===== config.mk =====
export PLATFORM = sky130hd
export DESIGN_NAME = clk_stop_ctrl
export DESIGN_NICKNAME = d
export VERILOG_FILES = /design/src/rtl/clk_stop_ctrl.sv
export SDC_FILE = /design/constraint.sdc
export NUM_CORES = 1
export LEC_CHECK = 0
export BUFFER_PORTS_ARGS = -buffer_cell sky130_fd_sc_hd__buf_4
export CORE_MARGIN = 2
export CORE_UTILIZATION = 40
export DETAILED_ROUTE_END_ITERATION = 8
export MAX_ROUTING_LAYER = met4
export SYNTH_ARGS = -nofsm -noshare
export SYNTH_HDL_FRONTEND = slang
export SYNTH_SLANG_ARGS = --single-unit

===== constraint.sdc =====
create_clock -name clk -period 3.2 [get_ports clk]
set_input_delay 0.32 -clock clk [delete_from_list [all_inputs] [get_ports clk]]
set_output_delay 0.32 -clock clk [all_outputs]
set_load 0.01 [all_outputs]

===== src/rtl/clk_stop_ctrl.sv =====
module clk_stop_ctrl #(
  parameter int NCPU      = 4,
  parameter int NPCI      = 6,
  parameter int WAKE_W    = 8,
  parameter int SYNC_N    = 2,
  parameter int DRAIN_CYC = 3,
  parameter int CPU_HOLD  = 3
) (
  input  logic              clk,
  input  logic              rst_n,
  input  logic              mode_i,
  input  logic              cpu_stop_n_i,
  input  logic              pci_stop_n_i,
  input  logic              pdown_n_i,
  input  logic [NCPU-1:0]   cpu_en_i,
  input  logic [NPCI-1:0]   pci_en_i,
  input  logic              pci_free_en_i,
  input  logic [WAKE_W-1:0] wake_cnt_i,
  output logic [NCPU-1:0]   cpu_clk_o,
  output logic [NPCI-1:0]   pci_clk_o,
  output logic              pci_free_o,
  output logic              osc_stop_o
);

  localparam int DW     = $clog2(DRAIN_CYC) + 1;
  localparam int CNT_W  = (WAKE_W > DW) ? WAKE_W : DW;
  localparam int HOLD_W = $clog2(CPU_HOLD + 1);

  typedef enum logic [1:0] {ST_RUN, ST_DRAIN, ST_OFF, ST_WAKE} pm_t;

  logic [SYNC_N-1:0] cs_s, ps_s, pd_s;
  pm_t               state;
  logic [CNT_W-1:0]  cnt;
  logic [HOLD_W-1:0] hold;
  logic [NCPU-1:0]   cpu_gate;
  logic              pci_ph;
  logic [NPCI-1:0]   pgate;
  logic              fgate;

  always_ff @(posedge clk or negedge rst_n) begin
    if (!rst_n) begin
      cs_s <= '1;
      ps_s <= '1;
      pd_s <= '1;
    end else begin
      cs_s <= {cs_s[SYNC_N-2:0], cpu_stop_n_i};
      ps_s <= {ps_s[SYNC_N-2:0], pci_stop_n_i};
      pd_s <= {pd_s[SYNC_N-2:0], pdown_n_i};
    end
  end

  wire cs_eff = ~mode_i & ~cs_s[SYNC_N-1];
  wire ps_eff = ~mode_i & ~ps_s[SYNC_N-1];
  wire pd_eff = ~mode_i & ~pd_s[SYNC_N-1];
  wire run    = (state == ST_RUN);
  wire cpu_ok = run & ~cs_eff & (hold == HOLD_W'(CPU_HOLD));

  always_ff @(posedge clk or negedge rst_n) begin
    if (!rst_n) begin
      state <= ST_RUN;
      cnt   <= '0;
    end else begin
      case (state)
        ST_RUN:   if (pd_eff) begin state <= ST_DRAIN; cnt <= '0; end
        ST_DRAIN: if (cnt == CNT_W'(DRAIN_CYC - 1)) begin
                    state <= ST_OFF;
                    cnt   <= '0;
                  end else cnt <= cnt + 1'b1;
        ST_OFF:   if (!pd_eff) begin state <= ST_WAKE; cnt <= '0; end
        default:  if (cnt == CNT_W'(wake_cnt_i)) begin
                    state <= ST_RUN;
                    cnt   <= '0;
                  end else cnt <= cnt + 1'b1;
      endcase
    end
  end

  always_ff @(posedge clk or negedge rst_n) begin
    if (!rst_n)                hold <= '0;
    else if (!run || cs_eff)   hold <= '0;
    else if (hold != HOLD_W'(CPU_HOLD)) hold <= hold + 1'b1;
  end

  always_ff @(negedge clk or negedge rst_n) begin
    if (!rst_n) cpu_gate <= '0;
    else        cpu_gate <= {NCPU{cpu_ok}} & cpu_en_i;
  end

  assign cpu_clk_o = {NCPU{clk}} & cpu_gate;

  always_ff @(posedge clk or negedge rst_n) begin
    if (!rst_n) begin
      pci_ph     <= 1'b0;
      pgate      <= '0;
      fgate      <= 1'b0;
      pci_clk_o  <= '0;
      pci_free_o <= 1'b0;
    end else begin
      pci_ph <= ~pci_ph;
      if (pci_ph) begin
        pgate <= {NPCI{run & ~ps_eff}} & pci_en_i;
        fgate <= run & pci_free_en_i;
      end
      pci_clk_o  <= {NPCI{~pci_ph}} & pgate;
      pci_free_o <= ~pci_ph & fgate;
    end
  end

  assign osc_stop_o = (state == ST_OFF);

endmodule



==> metrics.log, run 1 <==
[metrics] filler-free cell count of the finished design: 238
[metrics] Overall Power: 1.674 mW
[metrics] post-synthesis cell type count: 35
[metrics] maximum clock skew at final layout: 0.02214 ns
[metrics] largest family of logic cells by synthesized area: simple AND/OR/NAND/NOR gates
[metrics] number of failing hold endpoints at the final stage: 0
[metrics] fraction of synthesis flops using an asynchronous set or reset pin: 100.0%
[metrics] area share of and/or/nand/nor cells after synthesis: 16.49%
[metrics] fraction of the mapped netlist area in compound gates: 11.02%
[metrics] count of flip-flops with a built-in enable after synthesis: 0
[metrics] first-pass GRT wire length: 5464 um
[metrics] source-to-sink clock delay at the later pin of the worst-skew pair: 0.40 ns
[metrics] actual transition at the worst max-transition pin: between 0.4 and 0.5 ns
[metrics] Pleak: ~1.1 nW
[metrics] total of warnings raised by yosys: 0
[metrics] Main synth FF type: sky130_fd_sc_hd__dfrtp_1
[metrics] final count of pins violating max slew: 0
[metrics] Routed WL: 3237 um
[metrics] Worst Path Arrival: 2.63 ns
[metrics] commonest non-fill, non-tap cells in the layout: sky130_fd_sc_hd__buf_4 (38), sky130_fd_sc_hd__dfrtp_1 (27), sky130_fd_sc_hd__nor2_1 (10), sky130_fd_sc_hd__clkbuf_8 (10), sky130_fd_sc_hd__xor2_1 (9)
[metrics] part of the Yosys area used for sequential elements: a little under three fifths
[metrics] largest net degree at the start of global routing: 38
[metrics] critical setup path kind: reg -> out
[metrics] layout overhead on the synthesized area: 31.91%
[metrics] nature of the critical path endpoint: primary output
[metrics] biggest fanout along the worst timing path: 1
[metrics] die span in y: between 60 and 70 um
[metrics] total core area: 3971 um^2
[metrics] number of vias per cell: 5.013
[metrics] ant diodes: 0
[metrics] worst setup slack after layout: around 0.25 ns
[metrics] row count: 23
[metrics] port bufs: 36
[metrics] crit path buf inv count: 1
[metrics] Overall Global Routing Usage: 17.15%
[metrics] initial antenna violation count: 0
[metrics] number of top-level pins: 37
[metrics] placed insts: 224
[metrics] die outline area: 4646 um^2
[metrics] global-route congestion overflow total: 0
[metrics] router iterations before antenna repair: 4
[metrics] Worst path top cell family by delay: flip-flops
[metrics] xor/xnor share of the synthesized area: 5.319%
[metrics] Remaining DRCs: 0
[metrics] adder and majority gate portion of the synthesized area: 6.079%
[metrics] nature of the critical path startpoint: flip-flop
[metrics] RSZ-0062 raised after global routing: false
[metrics] number of DRC markers in iteration 0: 85
[metrics] Detail Placement HPWL: 2318 um
[metrics] Post-Syn Instances: 138
[metrics] synthesized net count: 171
[metrics] post-synthesis mux area share: 2.584%
[metrics] CTS tree: yes
[metrics] Worst path max stage delay: 0.39 ns
[metrics] HP Class: in -> reg
[metrics] die outline width: roughly 70 um
[metrics] commonest non-fill, non-tap cell in the layout: sky130_fd_sc_hd__buf_4
[metrics] vias in the first global route: 1251
[metrics] clock-pin slew reported for the worst setup and hold paths after clock tree synthesis: roughly 0.070 ns
[metrics] Req. time, crit path: 2.88 ns
[metrics] Post-Synthesis Cell Area: 1647 um^2
[metrics] cell with the biggest individual delay on the critical path: sky130_fd_sc_hd__dfrtn_1
[metrics] flip-flop and latch count after synthesis: 37
[metrics] Post-Synthesis Mean Instance Area: 11.93 um^2
[metrics] result of the run: complete, no violations
[metrics] Nets: 219
[metrics] routability congestion estimate from global placement: 0.8081
[metrics] final antenna-violating net count: 0
[metrics] initial core utilization: 41.46%
[metrics] Power Dens Cells: a little under 800 nW/um^2
[metrics] total negative slack for setup checks: 0 ns
[metrics] overall via count from detail_route: 1193
[metrics] worst vdd rail ir drop: 0.0003534 V
[metrics] Final setup violation count: 0
[metrics] worst slack, placed: 0.2853 ns
[metrics] Critical Path, Cell by Cell: and2_1, buf_4
[metrics] wire length per cell after detailed routing: 13.60 um
[metrics] fraction of layout instances using a drive strength above 1: 34.57%
[metrics] max cap viols: 0
[metrics] worst max-slew margin expressed relative to the limit: about 70%
metrics by stage:
step | hold WS [ns] | utilization, % | area (um^2)
floorplan | 0.02441 | - | 1647
global placement | 0.3019 | 49.94 | 1983
detailed placement | 0.3071 | 49.94 | 1983
CTS | 0.02109 | 54.69 | 2172
global route | 0.02025 | 54.69 | 2172
finish | 0.03624 | 54.69 | 2172
what timing repair did:
| item | CTS | global route |
|---|---|---|
| resized for setup | 0 | 0 |
| hold buffers | 1 | 0 |
| hold endpoints to repair | 27 | 0 |
| setup buffers | 0 | 0 |
registers in the layout, summed over array words and instances, names as in the netlist:
register,flops
cnt,8
state,2
cpu_gate,4
pgate,6
pci_free_o,1
cs_s,2
hold,2
pci_clk_o,6
pci_ph,1
fgate,1
pd_s,2
ps_s,2
worst paths after layout:
check / depth (start not counted) / slack [ns] / start / end
hold reg to reg: 0 / 0.36 / pd_s[0]$_DFF_PN1_ / pd_s[1]$_DFF_PN1_
setup / recovery: 2 / 0.25 / cpu_gate[2]$_DFF_NN0_ / cpu_clk_o[2]
max in group asynchronous: 2 / 0.96 / rst_n / cpu_gate[2]$_DFF_NN0_
hold / removal: 1 / 0.04 / pdown_n_i / pd_s[0]$_DFF_PN1_
min in group asynchronous: 2 / 0.42 / rst_n / cnt[2]$_DFFE_PN0P_
setup reg to reg: 5 / 0.31 / state[0]$_DFFE_PN0P_ / cpu_gate[0]$_DFF_NN0_
cell type report:
class,instances,area [um^2]
Fill cell,348,1799
Sequential cell,37,933.4
Multi-Input combinational cell,94,683.2
Timing Repair Buffer,35,265.3
Clock buffer,15,171.4
Tap cell,50,62.56
Clock inverter,2,37.54
Inverter,5,18.77
report_power, final:
group | switching, mW | internal [mW]
Sequential | 0.0615 | 0.550
Clock | 0.198 | 0.366
Combinational | 0.265 | 0.234
Total | 0.524 | 1.15
logic make-up after synthesis:
family	count (synthesis)
adder cells (fa/ha/maj)	8
XOR/XNOR	10
AO/OA/AOI/OAI	23
buffers and inverters	7
AND/OR/NAND/NOR	49
flip-flops	37
multiplexers	4
layer usage:
layer / track usage [%] / vias to the layer above / routed length (um)
met1: 19.08 / 580 / 1351
met2: 25.73 / 32 / 1675
met4: 8.500 / 0 / 29
met5: - / - / 0
met3: 8.224 / 5 / 182
li1: - / 576 / -
Yosys cell counts (4+ instances only):
master                    instances  share of area, %
sky130_fd_sc_hd__and2_1           8               3.0
sky130_fd_sc_hd__ha_1             8               6.1
sky130_fd_sc_hd__a21oi_1          4               1.2
sky130_fd_sc_hd__inv_1            5               1.1
sky130_fd_sc_hd__o21ai_0          4               1.2
sky130_fd_sc_hd__dfstp_2          6               9.6
sky130_fd_sc_hd__nor3_1           7               2.1
sky130_fd_sc_hd__nor2_1          10               2.3
sky130_fd_sc_hd__dfrtn_1          4               6.1
sky130_fd_sc_hd__nor2b_1          7               2.7
sky130_fd_sc_hd__dfrtp_1         27                41
sky130_fd_sc_hd__a21o_1           6               2.7
sky130_fd_sc_hd__xor2_1           9               4.8
Note: power is estimated with default switching activity, not from simulation.
==> run 2: changes to the inputs <==
--- a/config.mk
+++ b/config.mk
@@ -6,6 +6,7 @@
 export NUM_CORES = 1
 export LEC_CHECK = 0
 export BUFFER_PORTS_ARGS = -buffer_cell sky130_fd_sc_hd__buf_4
+export CORE_ASPECT_RATIO = 0.75
 export CORE_MARGIN = 2
 export CORE_UTILIZATION = 40
 export DETAILED_ROUTE_END_ITERATION = 8
==> run 2 against run 1 <==
Wire length fell by 7.9%; critical path depth unchanged; final area shrank 1.1%; combinational power grew 1%; cell count up 2.1%; global-route usage shrank 2.2 points; clock skew rose by 0.0029 ns; sequential power barely moved; critical endpoint is now cpu_clk_o[1]; largest cell class unchanged; largest power group unchanged.
==> metrics.log, run 2 (same netlist as run 1, synthesis figures left out) <==
[metrics] area of the multi-input gates: 683.2 um^2 (unchanged)
[metrics] actual transition at the worst max-transition pin: 0.4459 ns (-0.01047 ns)
[metrics] Req. time, crit path: 2.88 ns (about the same)
[metrics] router iterations before antenna repair: 4 (unchanged)
[metrics] overall via count from detail_route: 1133 (-5.0%)
[metrics] critical setup path kind: reg -> out
[metrics] register share of total power: 38.7% (+2.2 points)
[metrics] number of top-level pins: 37 (unchanged)
[metrics] initial antenna violation count: 0 (unchanged)
[metrics] total negative slack for setup checks: 0 ns (unchanged)
[metrics] nature of the critical path startpoint: flip-flop
[metrics] Most flops, register: cnt
[metrics] Critical Path, Cell by Cell: and2_1, buf_4
[metrics] RSZ-0062 raised after global routing: false
[metrics] nature of the critical path endpoint: primary output
[metrics] Routed WL: 2980 um (-7.9%)
[metrics] Power Dens Cells: 733.4 nW/um^2 (-4.8%)
[metrics] number of DRC markers in iteration 0: 23 (-73%)
[metrics] final antenna-violating net count: 0 (unchanged)
[metrics] maximum clock skew at final layout: 0.02507 ns (+0.002928 ns)
[metrics] filler-free cell count of the finished design: 243 (+2.1%)
[metrics] row count: 20 (-13%)
[metrics] cell with the biggest individual delay on the critical path: sky130_fd_sc_hd__dfrtn_1
[metrics] wire length per cell after detailed routing: 12.26 um (-9.8%)
[metrics] share of total power in combinational logic: 31.9% (+2.1 points)
[metrics] fraction of layout instances using a drive strength above 1: 33.51% (-1.1 points)
[metrics] die outline area: 4651 um^2 (+0.11%)
[metrics] clock group share of total power: 29.4% (-4.3 points)
[metrics] Overall Power: 1.576 mW (-5.9%)
[metrics] source-to-sink clock delay at the later pin of the worst-skew pair: 0.40 ns (about the same)
[metrics] Worst path max stage delay: 0.38 ns (about the same)
[metrics] HP Class: in -> reg
[metrics] vias in the first global route: 1199 (-4.2%)
[metrics] Internal: 1.073 mW (-6.7%)
[metrics] biggest fanout along the worst timing path: 1 (unchanged)
[metrics] global-route congestion overflow total: 0 (unchanged)
[metrics] Detail Placement HPWL: 2249 um (-3.0%)
[metrics] commonest non-fill, non-tap cell in the layout: sky130_fd_sc_hd__buf_4
[metrics] total core area: 4004 um^2 (+0.82%)
[metrics] buffer count from post-CTS setup fixing: 0 (unchanged)
[metrics] final count of pins violating max slew: 0 (unchanged)
[metrics] ant diodes: 0 (unchanged)
[metrics] switching fraction of total power: 31.88% (+0.57 points)
[metrics] initial core utilization: 41.12% (-0.34 points)
[metrics] Worst Path Arrival: 2.61 ns (-0.02 ns)
[metrics] layout overhead on the synthesized area: 30.47%
[metrics] Gates resized, CTS repair: 0 (unchanged)
[metrics] number of failing hold endpoints at the final stage: 0 (unchanged)
[metrics] Pleak: 1.114 nW (-1.1%)
[metrics] die span in y: 59.57 um (-13%)
[metrics] number of vias per cell: 4.663 (-7.0%)
[metrics] routability congestion estimate from global placement: 0.7627 (-5.6%)
[metrics] worst vdd rail ir drop: 0.0004848 V (+37%)
[metrics] clock-pin slew reported for the worst setup and hold paths after clock tree synthesis: 0.07 ns (about the same)
[metrics] CTS tree: yes
[metrics] flip-flop and latch area: 933.4 um^2 (unchanged)
[metrics] net switching power of the design: 0.5022 mW (-4.1%)
[metrics] die outline width: 78.09 um (+15%)
[metrics] Overall Global Routing Usage: 14.95% (-2.2 points)
[metrics] Final setup violation count: 0 (unchanged)
[metrics] worst max-slew margin expressed relative to the limit: 70.28% (+0.70 points)
[metrics] max cap viols: 0 (unchanged)
[metrics] first-pass GRT wire length: 4968 um (-9.1%)
[metrics] utilization after layout: 53.66% (-1.0 points)
[metrics] Remaining DRCs: 0 (unchanged)
[metrics] # fillers: 365 (+4.9%)
[metrics] Nets: 219 (unchanged)
[metrics] largest net degree at the start of global routing: 38 (unchanged)
[metrics] placed insts: 229 (+2.2%)
[metrics] port bufs: 36 (unchanged)
[metrics] commonest non-fill, non-tap cells in the layout: sky130_fd_sc_hd__buf_4 (38), sky130_fd_sc_hd__dfrtp_1 (27), sky130_fd_sc_hd__nor2_1 (10), sky130_fd_sc_hd__clkbuf_8 (10), sky130_fd_sc_hd__xor2_1 (9)
[metrics] Top Registers: cnt: 8 flops, pci_clk_o: 6 flops, pgate: 6 flops
[metrics] result of the run: complete, no violations
[metrics] flip-flop count of the largest register after layout: 8 (unchanged)
run 2: changes by cell type in the layout (fill, tap and decap cells not counted), sizes merged:
cell,previous run,this run
bufinv,1,0
clkbuf,11,13
clkinvlp,1,0
run 2: routing by layer:
metal	track usage [%]	share of wire, %	vias up
met5	-	0	-
met2	22.04	50	19
li1	-	-	573
met1	17.18	46	538
met4	8.772	0.54	0
met3	6.402	3.8	3
run 2: area by class of cell:
class | count | share of cell area [%]
multi-input combinational | 94 | 31.80
inverter | 5 | 0.8736
timing repair buffer | 35 | 12.35
sequential | 37 | 43.45
tap | 55 | 3.203
clock buffer | 17 | 8.329
run 2: repair_timing:
| item | 4_1_cts | 5_1_grt |
|---|---|---|
| endpoints found under the setup margin | 0 | 0 |
| hold endpoints to repair | 27 | 0 |
| hold buffers | 1 | 0 |
run 2: critical path: cells and delay by family (launching register included):
family,cells,cell delay (ns)
buf+inv,1,0.11
flops,1,0.38
simple gates,1,0.12
run 2: metrics by stage:
step	hold slack (ns)	worst slack (ns)	area, um^2
after floorplan	0.02441	0.3664	1647
after CTS	0.03203	0.2510	2148
final	0.04236	0.2656	2148
after global routing	0.02287	0.2084	2148
after detailed placement	0.3076	0.2795	1989
after global placement	0.2986	0.3707	1989
run 2: power groups by stage:
stage	combinational (mW)	clock, mW	sequential [mW]
5_1_grt	0.567	0.509	0.622
3_5_place_dp	0.509	0.00104	0.618
2_1_floorplan	0.336	0.000784	0.615
6_report	0.503	0.463	0.609
3_3_place_gp	0.487	0.00104	0.612
4_1_cts	0.513	0.480	0.609
run 2: final timing paths:
check / start / to / slack, ns / depth (start not counted)
max: cpu_gate[1]$_DFF_NN0_ / cpu_clk_o[1] / 0.27 / 2
min: cpu_stop_n_i / cs_s[0]$_DFF_PN1_ / 0.04 / 1
max reg2reg: state[0]$_DFFE_PN0P_ / cpu_gate[3]$_DFF_NN0_ / 0.31 / 5
min reg2reg: ps_s[0]$_DFF_PN1_ / ps_s[1]$_DFF_PN1_ / 0.36 / 0
max in group asynchronous: rst_n / cpu_gate[0]$_DFF_NN0_ / 0.97 / 2
min in group asynchronous: rst_n / pgate[5]$_DFFE_PN0P_ / 0.41 / 2
